--- config.mk ---
export PLATFORM = sky130hd
export DESIGN_NAME = eca_array
export DESIGN_NICKNAME = d
export VERILOG_FILES = /design/src/rtl/eca_pkg.sv /design/src/rtl/eca_cadence.sv /design/src/rtl/eca_nbr.sv /design/src/rtl/eca_cell.sv /design/src/rtl/eca_array.sv
export SDC_FILE = /design/constraint.sdc
export NUM_CORES = 1
export LEC_CHECK = 0
export BUFFER_PORTS_ARGS = -buffer_cell sky130_fd_sc_hd__buf_4
export CAP_MARGIN = 20
export CORE_MARGIN = 4
export CORE_UTILIZATION = 41
export CTS_BUF_LIST = sky130_fd_sc_hd__clkbuf_16
export DETAILED_ROUTE_END_ITERATION = 6
export GPL_TIMING_DRIVEN = 1
export PLACE_DENSITY = 0.8
export SETUP_SLACK_MARGIN = 0.5
export SLEW_MARGIN = 10
export SYNTH_ARGS = -nofsm -noshare
export SYNTH_HDL_FRONTEND = slang
export SYNTH_HIERARCHICAL = 1
export SYNTH_SLANG_ARGS = --single-unit
--- constraint.sdc ---
create_clock -name clk_i -period 3.5 [get_ports clk_i]
set_input_delay 0.35 -clock clk_i [delete_from_list [all_inputs] [get_ports clk_i]]
set_output_delay 0.35 -clock clk_i [all_outputs]
set_load 0.02 [all_outputs]
--- src/rtl/eca_pkg.sv ---
`timescale 1ns/1ps
package eca_pkg;

  typedef enum logic {
    EDGE_ZERO = 1'b0,
    EDGE_RING = 1'b1
  } edge_mode_e;

  function automatic logic rule_lookup(input logic [7:0] rule, input logic [2:0] nbhd);
    return rule[nbhd];
  endfunction

endpackage

--- src/rtl/eca_cadence.sv ---
`timescale 1ns/1ps
module eca_cadence #(
  parameter int PERIOD = 6,
  parameter int CW     = 3
) (
  input  logic          clk_i,
  input  logic          rst_ni,
  input  logic          run_i,
  output logic [CW-1:0] cnt_o,
  output logic          tick_o
);
  localparam logic [CW-1:0] LAST = CW'(PERIOD - 1);

  logic [CW-1:0] cnt_q;

  always_ff @(posedge clk_i or negedge rst_ni) begin
    if (!rst_ni)            cnt_q <= '0;
    else if (!run_i)        cnt_q <= '0;
    else if (cnt_q == LAST) cnt_q <= '0;
    else                    cnt_q <= cnt_q + 1'b1;
  end

  assign tick_o = run_i && (cnt_q == LAST);
  assign cnt_o  = cnt_q;

endmodule

--- src/rtl/eca_nbr.sv ---
`timescale 1ns/1ps
module eca_nbr
  import eca_pkg::*;
#(
  parameter int         N    = 8,
  parameter edge_mode_e EDGE = EDGE_ZERO
) (
  input  logic [N-1:0] state_i,
  output logic [N-1:0] west_o,
  output logic [N-1:0] east_o
);
  // bit N-1 is the west end of the row
  for (genvar i = 0; i < N; i++) begin : g_nbr
    if (i == N-1) begin : g_wedge
      if (EDGE == EDGE_RING) begin : g_wrap
        assign west_o[i] = state_i[0];
      end else begin : g_zero
        assign west_o[i] = 1'b0;
      end
    end else begin : g_wmid
      assign west_o[i] = state_i[i+1];
    end

    if (i == 0) begin : g_eedge
      if (EDGE == EDGE_RING) begin : g_wrap
        assign east_o[i] = state_i[N-1];
      end else begin : g_zero
        assign east_o[i] = 1'b0;
      end
    end else begin : g_emid
      assign east_o[i] = state_i[i-1];
    end
  end

endmodule

--- src/rtl/eca_cell.sv ---
`timescale 1ns/1ps
module eca_cell
  import eca_pkg::*;
(
  input  logic       clk_i,
  input  logic       rst_ni,
  input  logic       load_ni,
  input  logic       tick_i,
  input  logic       init_i,
  input  logic [7:0] rule_i,
  input  logic       west_i,
  input  logic       east_i,
  output logic       state_o
);
  logic state_q;
  logic next_s;

  assign next_s = rule_lookup(rule_i, {west_i, state_q, east_i});

  always_ff @(posedge clk_i or negedge rst_ni) begin
    if (!rst_ni)      state_q <= 1'b0;
    else if (!load_ni) state_q <= init_i;
    else if (tick_i)   state_q <= next_s;
  end

  assign state_o = state_q;

endmodule

--- src/rtl/eca_array.sv ---
`timescale 1ns/1ps
module eca_array
  import eca_pkg::*;
#(
  parameter int         N      = 8,
  parameter int         PERIOD = 6,
  parameter edge_mode_e EDGE   = EDGE_ZERO
) (
  input  logic           clk_i,
  input  logic           rst_ni,
  input  logic           load_ni,
  input  logic [N-1:0]   init_i,
  input  logic [8*N-1:0] rule_i,
  output logic [N-1:0]   state_o,
  output logic           gen_valid_o
);
  localparam int CW = (PERIOD > 1) ? $clog2(PERIOD) : 1;

  logic [CW-1:0] cnt_q;
  logic          tick;
  logic [N-1:0]  state_q;
  logic [N-1:0]  west;
  logic [N-1:0]  east;
  logic          gen_valid_q;

  eca_cadence #(.PERIOD(PERIOD), .CW(CW)) u_cad (
    .clk_i  (clk_i),
    .rst_ni (rst_ni),
    .run_i  (load_ni),
    .cnt_o  (cnt_q),
    .tick_o (tick)
  );

  eca_nbr #(.N(N), .EDGE(EDGE)) u_nbr (
    .state_i (state_q),
    .west_o  (west),
    .east_o  (east)
  );

  for (genvar i = 0; i < N; i++) begin : g_cell
    eca_cell u_cell (
      .clk_i   (clk_i),
      .rst_ni  (rst_ni),
      .load_ni (load_ni),
      .tick_i  (tick),
      .init_i  (init_i[i]),
      .rule_i  (rule_i[8*i +: 8]),
      .west_i  (west[i]),
      .east_i  (east[i]),
      .state_o (state_q[i])
    );
  end

  always_ff @(posedge clk_i or negedge rst_ni) begin
    if (!rst_ni) gen_valid_q <= 1'b0;
    else         gen_valid_q <= tick;
  end

  assign state_o     = state_q;
  assign gen_valid_o = gen_valid_q;

endmodule

* Word level (Yosys, flattened, before mapping)
Cells that the tools add are included.
** Storage, ports and cells
- Output and inout bits :: 9
- Bits in registers :: 12
- Bits of input ports :: 75
** Cells by class
- $lt $le $gt $ge :: 8
- Equality and inequality tests :: 2
- Reduce and logical (&&, ||, !) cells :: 1
- Add/subtract/negate cells :: 1
- Muxes and demuxes :: 34
** Operators by type and width (count)
- 3-bit by 4-bit < comparator with 1-bit output (second input constant) :: 7
- 1-bit two-way mux :: 24
- 1-bit binary-select mux with 3-bit select :: 6
- 3-bit two-way mux :: 2
- 1-bit binary-select mux with 2-bit select :: 2
- 2-bit by 4-bit < comparator with 1-bit output (second input constant) :: 1
- 3-bit by 1-bit adder with 3-bit output (second input constant) :: 1
- 3-bit == test (second input constant) :: 1
- 2-bit by 1-bit != test with 1-bit output (second input constant) :: 1
- 1-bit logical AND :: 1

* Longest topological paths before layout
Gate-level depths: netlist of run 1.
- Word-level depth :: 4
- Gate-level depth with buffers :: 5
- Depth with buffers taken out :: 5

* Hierarchy
Netlist of run 1, hierarchy kept.
** Modules (own cells, without submodules)
- eca_cell :: seq. area each 25.0 sq um, area an instance 113.9 sq um, cells an instance 12, times used 8
- eca_cadence :: seq. area each 75.1 sq um, area an instance 135.1 sq um, cells an instance 11, times used 1
- eca_nbr :: seq. area each 0.0 sq um, area an instance 123.9 sq um, cells an instance 17, times used 1
- eca_array :: seq. area each 25.0 sq um, area an instance 25.0 sq um, cells an instance 1, times used 1

* Worst setup path before layout of run 1
OpenSTA, ideal clock, no wires.
- Path type :: register to register
- Start point :: register u_cad.cnt_q[1] (netlist: u_cad/cnt_o[1])
- End point :: register g_cell[0].u_cell.state_q
- Data arrival time :: 2.474 ns
- Library setup time :: 0.082 ns
- Path slack :: 0.944 ns
- Cell stages (with the launch flop) :: 5
- Cell sequence :: dfrtp_1 nor3b_1 nand2b_1 o32a_1 a31oi_1
** Between the ends
- Cells in the longest elaborated chain, start to end :: 3
** RTL lines
- start, declared :: line eca_cadence.sv:14 : logic [CW-1:0] cnt_q;
- start signal, assigned :: line eca_cadence.sv:20 : else cnt_q <= cnt_q + 1'b1;
- 3-bit == test :: line eca_cadence.sv:23 : assign tick_o = run_i && (cnt_q == LAST);
- 1-bit logical AND :: line eca_cadence.sv:23
- named net tick :: line eca_array.sv:20 : logic tick;
- 2-bit by 1-bit != test with 1-bit output (no line)
- end signal, assigned :: line eca_cell.sv:22 : else if (!load_ni) state_q <= init_i;
- end signal, assigned :: line eca_cell.sv:23 : else if (tick_i) state_q <= next_s;
- end, declared :: line eca_cell.sv:15 : logic state_q;
The timed path passes the listed nets, and every way through them passes these cells.
A chain may end at the register's enable or synchronous reset.

* Final worst setup path of run 1
- Start point :: register u_cad.cnt_q[2] (netlist: u_cad/cnt_o[2])
- End point :: register g_cell[7].u_cell.state_q
** Between the ends
- Cells in the longest elaborated chain, start to end :: 3
** RTL lines (line)
- 3-bit == test :: eca_cadence.sv:23
- 1-bit logical AND :: eca_cadence.sv:23
- named net tick :: eca_array.sv:20
- 2-bit by 1-bit != test with 1-bit output (no line)
- end signal, assigned :: eca_cell.sv:22
- end signal, assigned :: eca_cell.sv:23
- end, declared :: eca_cell.sv:15
The timed path passes the listed nets, and every way through them passes these cells.

==> impl_results.md, run 1 <==
* Critical path origin: u_cad/cnt_o[2]
* CORE AREA at 0.00278 mm^2
* Deepest clock path buffer count at 2
* Crit share post-route at 55.0%
* Final setup vio count at 0
* Die Ht at 62.0 um
* CTS H-tree lvls at 1
* Skew-Pair Late Insertion Delay at 0.24 ns
* Synth cell types at 19
* Synthesized area at 0.00119 mm^2
* Comb pwr share at 29.3%
* Share of layout cells above drive strength 1 at 53.3%
* Worst path bufs/invs at 1
* Net Switching at 0.000136 W
* Cell count along the critical path at 6
* Cell taking the most area after synthesis: dfrtp_1
* Slowest-stage cell, CP: nor3b_2
* Static Leak at ~0.85 nW
* Worst-path clk slew at 0.04 ns
* Max Cap Viol at 0
* CP max stage delay at 0.47 ns
* Final critical-path required period at 1.93 ns
* Initial antenna violation count at 0
* Final Hold Fails at 0
* Setup CP Type: flop to flop
* Critical path peak fanout at 16
* VDD IR-drop max at ~0.19 mV
* Fillers at 217
* Crit path max-delay family: simple AND/OR/NAND/NOR gates
* Total track usage at 18.5%
* Antenna Diode Count at 0
* Yosys warning total at 6
* ANT nets after route at 0
* Asr flop ratio synth at 100%
* Syn avg cell area at 9.56 um^2
* Vias at ~1300
* Fin nets at 275
* FMAX at between 500 and 600 MHz
* #FFs+latches synth at 12
* Layout Skew at roughly 0.0051 ns
* CP Data Required Time at 3.65 ns
* Clock Power Share at 37.9%
* WL final at roughly 3.4 mm
* Area Growth Syn to Fin at 54.1%
* Initial Util at 43.0%
* Die W at 62.0 um
* Flop-to-flop setup slack at 1.57 ns
* Vias in the first global route at 1334
* Worst slew pin tran at 0.532 ns
* Unrepaired setup endpoints after global routing: false
* Max_slew headroom at 64.3%
* Via/cell ratio at 5.52
* DP Worst Slack at approximately 1.3 ns
* Synth cell count leaders: 16 x buf_4, 16 x mux2_2, 16 x mux2i_1
* CP startpoint kind: flop
* Worst Reg-to-Reg Cells at 6
* Worst setup endpoint: g_cell[7].u_cell/state_o
* Seq pwr share at 32.8%
* Switching portion of total power at 25.0%
* Avg WL per Cell at 14.7 um
* Post-DP HPWL at 2.71 mm
* Gr ovfl total at 0
* CTS sink count at 12
* Gpl congestion at approximately 0.74
* PortBufs at 83
* Drt drc at 0
* Worst Hold Class: input pin to flop
* Area contributors post-synth: dfrtp_1 25%, mux2_2 15%, mux2i_1 13%
* R2R Path End: g_cell[7].u_cell/state_o
* Row cnt at 19
* Primary FF master, synth: dfrtp_1
* Total CTS buffers at 3
* Crit path cell chain: nand2_1, nor3b_2, buf_4, nand2b_1, o32a_1, a31oi_1
* Setup_tns at 0 ns
* Final Hold Slack at 0.384 ns
* Yosys top cell area share at 25.1%
* Post-CTS Setup Repair Bufs at 0
* Root Buffer: clkbuf_16
* CP Capture Type: flop
* Largest net degree at the start of global routing at 21
* Cell-internal power at 0.000408 W
* Status: finished clean
* Slew Limit Fails at 0
* Power Total at about 0.00054 W
* First-pass GRT wire length at 5.32 mm
* Number of enable flip-flop cells after synthesis at 0
* R2R Path Start: u_cad/cnt_o[2]
* DR pass1 iterations at 6
* Seq/Total Area, Yosys at 25.1%
* Crit path DAT at 2.07 ns
* Power Dens Cells at 295 mW/mm^2
* Cells after Synth at roughly 130
* Final WS setup at between 1.5 and 2 ns
* DR iter-0 viols at 29
* Top-level I/O count at 84
* Clock tree from TritonCTS: done
* Die area at 0.00384 mm^2
sequential cells by signal, indices dropped and copies added, names as in the netlist:
name                   flops
gen_valid_o                1
g_cell.u_cell/state_o      8
u_cad/cnt_o                3
layer usage:
layer | global-route usage [%] | wire [um] | up-vias | share of wire [%]
met4 | 7.58 | 42 | 0 | 1.2
li1 | - | - | 617 | -
met3 | 3.51 | 298 | 6 | 8.8
met2 | 35.1 | 1760 | 66 | 52
met5 | 0 | 0 | - | 0
met1 | 19.7 | 1280 | 580 | 38
layout by cell type (no fill, tap or decap), drive strengths merged:
cell and count:
and2b 1, dfrtp 12, nor3b 2, nand3b 8, o221ai 8, nor2b 1
o21ai 1, dlygate4sd3 1, mux2i 16, mux2 16, a31oi 8, nand2 9
nor2 8, nand4b 1, clkinv 1, buf 84, conb 2, o32a 8
clkbuf 3, nand2b 8, o21a 1
cell type report:
| class | count | area [um^2] | area share (%) |
|---|---|---|---|
| Timing Repair Buffer | 85 | 641 | 34.8 |
| Clock buffer | 3 | 75.1 | 4.08 |
| Tap cell | 31 | 38.8 | 2.11 |
| Clock inverter | 1 | 3.75 | 0.204 |
| Multi-Input combinational cell | 98 | 783 | 42.5 |
| Sequential cell | 12 | 300 | 16.3 |
cell families (layout without fill, tap and decap cells):
family / after synthesis / in the layout / share of synthesized area [%]
other: 1 / 2 / 0.314
buffers and inverters: 16 / 89 / 10.1
DFF: 12 / 12 / 25.1
muxes: 32 / 32 / 28.5
and+or+nand+nor: 38 / 38 / 18.2
AOI/OAI and AO/OA: 26 / 26 / 17.8
worst min-delay path, stage by stage:
cell and delay (ns):
buf_4 0.08, nor2_1 0.03, a31oi_1 0.12
power by group through the flow:
stage	clock (W)	sequential (W)	combinational [W]
final	0.000206	0.000178	0.000160
after detailed placement	0	0.000180	0.000159
after CTS	0.000211	0.000178	0.000161
after global placement	0	0.000178	0.000156
after global routing	0.000221	0.000182	0.000173
after floorplan	0	0.000174	0.0000912
timing repair:
action	CTS	global route
endpoints found under the setup margin	0	0
resized for setup	0	0
hold buffers	1	0
endpoints found under the hold margin	12	0
worst min path at each step:
stage | startpoint | endpoint | cells after the start
2_1_floorplan | rst_ni | g_cell[0].u_cell/state_o | 0
3_3_place_gp | rst_ni | g_cell[7].u_cell/state_o | 1
3_5_place_dp | rst_ni | u_cad/cnt_o[2] | 1
4_1_cts | init_i[0] | g_cell[0].u_cell/state_o | 3
5_1_grt | init_i[4] | g_cell[4].u_cell/state_o | 3
6_report | init_i[0] | g_cell[0].u_cell/state_o | 3
stage by stage:
stage | utilization (%) | instances | area [um^2]
2_1_floorplan | - | 126 | 1200
3_3_place_gp | 63.0 | 225 | 1750
3_5_place_dp | 63.0 | 225 | 1750
4_1_cts | 66.2 | 230 | 1840
5_1_grt | 66.2 | 230 | 1840
6_report | 66.2 | 230 | 1840
No activity file was read; power rests on OpenSTA's default activity.
==> run 2, diff against run 1 <==
==> constraint.sdc (replaced) <==
create_clock -name clk_i -period 1.88 [get_ports clk_i]
set_input_delay 0.188 -clock clk_i [delete_from_list [all_inputs] [get_ports clk_i]]
set_output_delay 0.188 -clock clk_i [all_outputs]
set_load 0.02 [all_outputs]
==> run 2 against run 1 <==
First-iteration DRC count up 14%. Sequential power rose by 85%. Power is 87% higher. Clock skew is 0.0029 ns lower. Combinational power increased by 92%. Critical path type unchanged. Critical endpoint is now g_cell[5].u_cell/state_o.
==> impl_results.md, run 2 (synthesized netlist as in run 1, its figures left out) <==
* Setup_tns at 0 ns (unchanged)
* Deepest clock path buffer count at 2 (unchanged)
* Met1 GRT Util at 18.5% (-1.3 points)
* Via/cell ratio at 5.44 (-1.5%)
* CP startpoint kind: flop
* CP Data Required Time at 2.03 ns (-1.62 ns)
* CP Capture Type: flop
* Grt met2 use at 37.7% (+2.7 points)
* Worst path bufs/invs at 1 (unchanged)
* Gr ovfl total at 0 (unchanged)
* Final Hold Fails at 0 (unchanged)
* Cell count along the critical path at 6 (unchanged)
* Root Buffer: clkbuf_16
* Die Ht at 62.0 um (unchanged)
* Vias at 1283 (+1.1%)
* Share of layout cells above drive strength 1 at 56.1% (+2.8 points)
* Drt drc at 0 (unchanged)
* Total track usage at 18.3% (-0.17 points)
* ANT nets after route at 0 (unchanged)
* Layout Cells excl Fill at 236 (+2.6%)
* GRT busiest layer: met2
* Gpl congestion at 0.722 (-2.6%)
* PortBufs at 83 (unchanged)
* DP Worst Slack at 0.323 ns (-1.01 ns)
* Most frequent cells in the layout: 88 x buf_4, 16 x mux2_2, 16 x mux2i_1
* Final setup vio count at 0 (unchanged)
* First-pass GRT wire length at 5.32 mm (unchanged)
* DR iter-0 viols at 33 (+14%)
* Final instance area at 0.00191 mm^2 (+3.6%)
* Antenna Diode Count at 0 (unchanged)
* Avg WL per Cell at 14.7 um (-0.12%)
* CORE AREA at 0.00278 mm^2 (unchanged)
* Worst Hold Class: input pin to flop
* WL final at 3.46 mm (+2.5%)
* Status: finished clean
* Crit path max-delay family: compound AO/OA/AOI/OAI gates
* Slew Limit Fails at 0 (unchanged)
* Crit path DAT at 1.61 ns (-0.46 ns)
* Slowest-stage cell, CP: dfrtp_1
* VDD IR-drop max at 0.435 mV (+130%)
* Final critical-path required period at 1.45 ns (-0.473 ns)
* Vias in the first global route at 1341 (+0.52%)
* Initial Util at 43.0% (unchanged)
* CP max stage delay at 0.35 ns (-0.12 ns)
* DR pass1 iterations at 4 (-2)
* Fillers at 222 (+2.3%)
* Crit path cell chain: nand2_2, nor3b_4, buf_6, nand2b_1, o32a_1, a31oi_1
* Skew-Pair Late Insertion Delay at 0.24 ns (about the same)
* Fin nets at 282 (+2.5%)
* Die W at 62.0 um (unchanged)
* Worst Reg-to-Reg Cells at 6 (unchanged)
* Commonest non-fill, non-tap cell in the layout: buf_4
* Post-DP HPWL at 2.76 mm (+2.1%)
* Clock tree from TritonCTS: done
* Row cnt at 19 (unchanged)
* Setup CP Type: flop to flop
* Max FFs per register at 8 (unchanged)
* Unrepaired setup endpoints after global routing: true
* Largest net degree at the start of global routing at 21 (unchanged)
* Initial antenna violation count at 0 (unchanged)
* FMAX at 688 MHz (+33%)
* Worst-path clk slew at 0.04 ns (about the same)
* Hold depth at 3 (unchanged)
* Layout Skew at 0.00219 ns (-0.00294 ns)
* Static Leak at 0.884 nW (+4.4%)
* Top-level I/O count at 84 (unchanged)
* Area Growth Syn to Fin at 59.7%
* Total CTS buffers at 3 (unchanged)
* Crit share post-route at 77.3% (+22 points)
* Placed inst area at 0.00177 mm^2 (+0.93%)
* Critical path peak fanout at 8 (-8)
* CTS H-tree lvls at 1 (unchanged)
* CTS sink count at 12 (unchanged)
* Max Cap Viol at 0 (unchanged)
* Met3 Use GR at 3.31% (-0.21 points)
* Placed insts at 226 (+0.44%)
* Final WS setup at 0.427 ns (-1.15 ns)
* Die area at 0.00384 mm^2 (unchanged)
* Power Dens Cells at 533 mW/mm^2 (+81%)
[run 2: cell count changes in the layout (fill, tap and decap cells not counted)]
cell / previous run / this run
nand2_1: 9 / 8
buf_6: 0 / 2
nand2_2: 0 / 1
buf_4: 84 / 88
dfrtp_2: 0 / 1
dfrtp_1: 12 / 11
nor3b_4: 0 / 1
clkbuf_4: 0 / 1
clkinv_1: 1 / 0
nor3b_2: 2 / 1
[run 2: worst reg2reg max path: cells and delay by family, from the launching register on]
kind	cells	cell delay (ns)
AO/OA/AOI/OAI	2	0.43
AND/OR/NAND/NOR	3	0.42
buffers and inverters	1	0.17
flip-flops	1	0.35
[run 2: worst paths after layout]
path	startpoint	to	slack (ns)
max reg2reg	u_cad/cnt_o[2]	g_cell[5].u_cell/state_o	0.43
max	u_cad/cnt_o[2]	g_cell[5].u_cell/state_o	0.43
max in group asynchronous	rst_ni	u_cad/cnt_o[1]	1.38
min	init_i[7]	g_cell[7].u_cell/state_o	0.22
min reg2reg	u_cad/cnt_o[0]	u_cad/cnt_o[2]	0.56
min in group asynchronous	rst_ni	u_cad/cnt_o[2]	0.33
[run 2: what timing repair did]
item / CTS / global route
resized for setup: 3 / 1
hold buffers: 1 / 0
gates cloned: 1 / 0
pin swaps: 1 / 0
endpoints found under the hold margin: 12 / 0
setup buffers: 4 / 1
setup endpoints to repair: 8 / 8
[run 2: where the power goes]
group,internal [W],switching [W],leakage [nW]
Sequential,0.000279,0.0000513,0.141
Clock,0.000276,0.000104,0.0370
Combinational,0.000208,0.0000989,0.706
Total,0.000764,0.000254,0.884
[run 2: metal layers]
| metal | vias to the layer above | share of wire (%) |
|---|---|---|
| met5 | - | 0 |
| met4 | 0 | 0.98 |
| met3 | 5 | 8.4 |
| met2 | 61 | 55 |
| met1 | 585 | 35 |
| li1 | 632 | - |
[run 2: cell type report]
type,instances,area [um^2],share of cell area [%]
multi-input cells,98,792,41.5
repair buffers,92,701,36.7
flip-flops and latches,12,302,15.8
clock buffers,3,75.1,3.93
well taps,31,38.8,2.03
[run 2: through the flow]
stage | hold slack [ns] | total power (W) | utilization, %
detailed placement | 0.0364 | 0.000634 | 63.6
finish | 0.220 | 0.00102 | 68.6
floorplan | -0.108 | 0.000496 | -
global placement | 0.0371 | 0.000622 | 63.6
global route | 0.230 | 0.00107 | 68.6
CTS | 0.220 | 0.00103 | 68.2
==> run 3, diff against run 2 <==
--- a/config.mk
+++ b/config.mk
@@ -8,11 +8,11 @@
 export BUFFER_PORTS_ARGS = -buffer_cell sky130_fd_sc_hd__buf_4
 export CAP_MARGIN = 20
 export CORE_MARGIN = 4
-export CORE_UTILIZATION = 41
+export CORE_UTILIZATION = 37
 export CTS_BUF_LIST = sky130_fd_sc_hd__clkbuf_16
 export DETAILED_ROUTE_END_ITERATION = 6
 export GPL_TIMING_DRIVEN = 1
-export PLACE_DENSITY = 0.8
+export PLACE_DENSITY = 0.76
 export SETUP_SLACK_MARGIN = 0.5
 export SLEW_MARGIN = 10
 export SYNTH_ARGS = -nofsm -noshare
==> constraint.sdc (replaced) <==
create_clock -name clk_i -period 1.2 [get_ports clk_i]
set_input_delay 0.12 -clock clk_i [delete_from_list [all_inputs] [get_ports clk_i]]
set_output_delay 0.12 -clock clk_i [all_outputs]
set_load 0.02 [all_outputs]
==> run 3 against run 2 <==
Die area grew 9.4%. Largest power group is now combinational cells. First-iteration DRC count fell by 3.0%. Fmax down 1.5%. Combinational power is 100% higher. The flow now finishes with violations (setup timing). Power grew 72%. Via count is 8.3% higher. Clock power up 64%. Cell count increased by 15%.
==> impl_results.md, run 3 (synthesized netlist as in run 1, its figures left out) <==
* Status: finished with violations
* Area Growth Syn to Fin at 80.7%
* Slew Limit Fails at 0 (unchanged)
* Layout Skew at 0.00351 ns (+0.00132 ns)
* Final setup vio count at 8 (+8)
* Slowest-stage cell, CP: dfrtp_1
* FMAX at 678 MHz (-1.5%)
* Post-DP HPWL at 3.00 mm (+8.4%)
* Power Dens Cells at 810 mW/mm^2 (+52%)
* Drt drc at 0 (unchanged)
* Die W at 64.8 um (+4.6%)
* Vias in the first global route at 1530 (+14%)
* Row cnt at 20 (+1)
* CTS sink count at 12 (unchanged)
* CTS H-tree lvls at 1 (unchanged)
* Top-level I/O count at 84 (unchanged)
* Failing checks: setup timing
* Setup CP Type: flop to flop
* Fin nets at 304 (+7.8%)
* Skew-Pair Late Insertion Delay at 0.24 ns (about the same)
* Die Ht at 64.8 um (+4.6%)
* CP startpoint kind: flop
* Antenna Diode Count at 0 (unchanged)
* WL final at 3.88 mm (+12%)
* Unrepaired setup endpoints after global routing: true
* VDD IR-drop max at 0.422 mV (-2.8%)
* Critical path peak fanout at 7 (-1)
* Vias at 1390 (+8.3%)
* CP max stage delay at 0.36 ns (about the same)
* Via/cell ratio at 5.11 (-6.0%)
* Crit share post-route at 123% (+46 points)
* Root Buffer: clkbuf_16
* CP Data Required Time at 1.35 ns (-0.68 ns)
* Max Cap Viol at 0 (unchanged)
* First-pass GRT wire length at 6.69 mm (+26%)
* Deepest clock path buffer count at 2 (unchanged)
* DR iter-0 viols at 32 (-3.0%)
* Crit path cell chain: nand2_2, nor3b_4, buf_6, nand2b_1, o32a_1, a31oi_1
* Final critical-path required period at 1.48 ns (+0.0225 ns)
* Static Leak at 1.02 nW (+15%)
* Setup_tns at -2.01 ns (-2.01 ns)
* Total CTS buffers at 3 (unchanged)
* Final Hold Fails at 0 (unchanged)
* Avg WL per Cell at 14.2 um (-2.9%)
* Commonest non-fill, non-tap cell in the layout: buf_4
* Fillers at 241 (+8.6%)
* Power Total at 0.00175 W (+72%)
* CORE AREA at 0.00308 mm^2 (+11%)
* Share of layout cells above drive strength 1 at 63.2% (+7.1 points)
* Gr ovfl total at 0 (unchanged)
* Worst-path clk slew at 0.05 ns (about the same)
* Total track usage at 19.7% (+1.3 points)
* Most frequent cells in the layout: 99 x buf_4, 16 x mux2_2, 16 x mux2i_1
* Gpl congestion at 0.693 (-4.0%)
* DR pass1 iterations at 4 (unchanged)
* CP Capture Type: flop
* Final WS setup at -0.276 ns (-0.702 ns)
* Clock tree from TritonCTS: done
* Initial Util at 38.8% (-4.1 points)
* Die area at 0.00420 mm^2 (+9.4%)
* Largest net degree at the start of global routing at 20 (-4.8%)
* ANT nets after route at 0 (unchanged)
* Initial antenna violation count at 0 (unchanged)
* PortBufs at 83 (unchanged)
* Worst Hold Class: input pin to flop
* Max FFs per register at 8 (unchanged)
* Crit path DAT at 1.63 ns (+0.02 ns)
==> run 3: changes by cell type in the layout (fill, tap and decap cells not counted), moves of 2 or more <==
| cell | delta |
|---|---|
| nand2b_1 | -2 |
| buf_6 | +12 |
| buf_4 | +11 |
| dfrtp_1 | -5 |
| nand2b_4 | +2 |
| dfrtp_2 | +5 |
==> run 3: metal layers <==
metal,share of wire (%),global-route usage (%),vias up
met5,0,0,-
met4,0.44,7.39,0
met3,11,6.59,4
met2,48,32.6,78
met1,41,23.4,629
li1,-,-,679
==> run 3: power by group <==
| part | switching [W] | total (W) | internal, W |
|---|---|---|---|
| registers | 0.0000590 | 0.000500 | 0.000441 |
| logic | 0.000206 | 0.000627 | 0.000421 |
| clock network | 0.000184 | 0.000623 | 0.000440 |
| total | 0.000449 | 0.00175 | 0.00130 |
==> run 3: layout make-up <==
cell class                      instances  area [um^2]  share of cell area (%)
Timing Repair Buffer                  114          911                    42.2
Multi-Input combinational cell         98          807                    37.4
Sequential cell                        12          308                    14.3
Clock buffer                            3         75.1                    3.48
Tap cell                               44         55.1                    2.55
Clock inverter                          1         3.75                   0.174
==> run 3: stage by stage <==
stage               setup WS, ns  instance area [um^2]  utilization, %  instances  hold slack (ns)
floorplan                 -0.445                  1210               -        126           -0.176
global placement          -0.172                  1950            63.4        261          -0.0302
detailed placement        -0.249                  1950            63.4        261          -0.0259
CTS                       -0.245                  2140            69.6        272            0.140
global route              -0.369                  2160            70.2        272            0.157
finish                    -0.276                  2160            70.2        272            0.143
==> run 3: repair_timing <==
item	in CTS	in global routing
hold endpoints to repair	12	0
buffers inserted	6	0
pin swaps	1	0
hold buffers	1	0
resized for setup	18	4
endpoints found under the setup margin	21	21
==> run 3: critical path, delay by kind of cell (launching register included) <==
family | cells | cell delay (ns)
flops | 1 | 0.36
buf+inv | 1 | 0.16
compound gates | 2 | 0.45
simple gates | 3 | 0.42
==> run 3: worst paths after layout <==
check / start / end / slack, ns / depth (start not counted)
worst max-delay path: u_cad/cnt_o[2] / g_cell[6].u_cell/state_o / -0.28 / 6
worst min register to register: u_cad/cnt_o[0] / u_cad/cnt_o[2] / 0.63 / 2
min in group asynchronous: rst_ni / g_cell[0].u_cell/state_o / 0.27 / 2
worst max register to register: u_cad/cnt_o[2] / g_cell[6].u_cell/state_o / -0.28 / 6
worst min-delay path: init_i[5] / g_cell[5].u_cell/state_o / 0.14 / 3
max in group asynchronous: rst_ni / g_cell[3].u_cell/state_o / 0.75 / 2
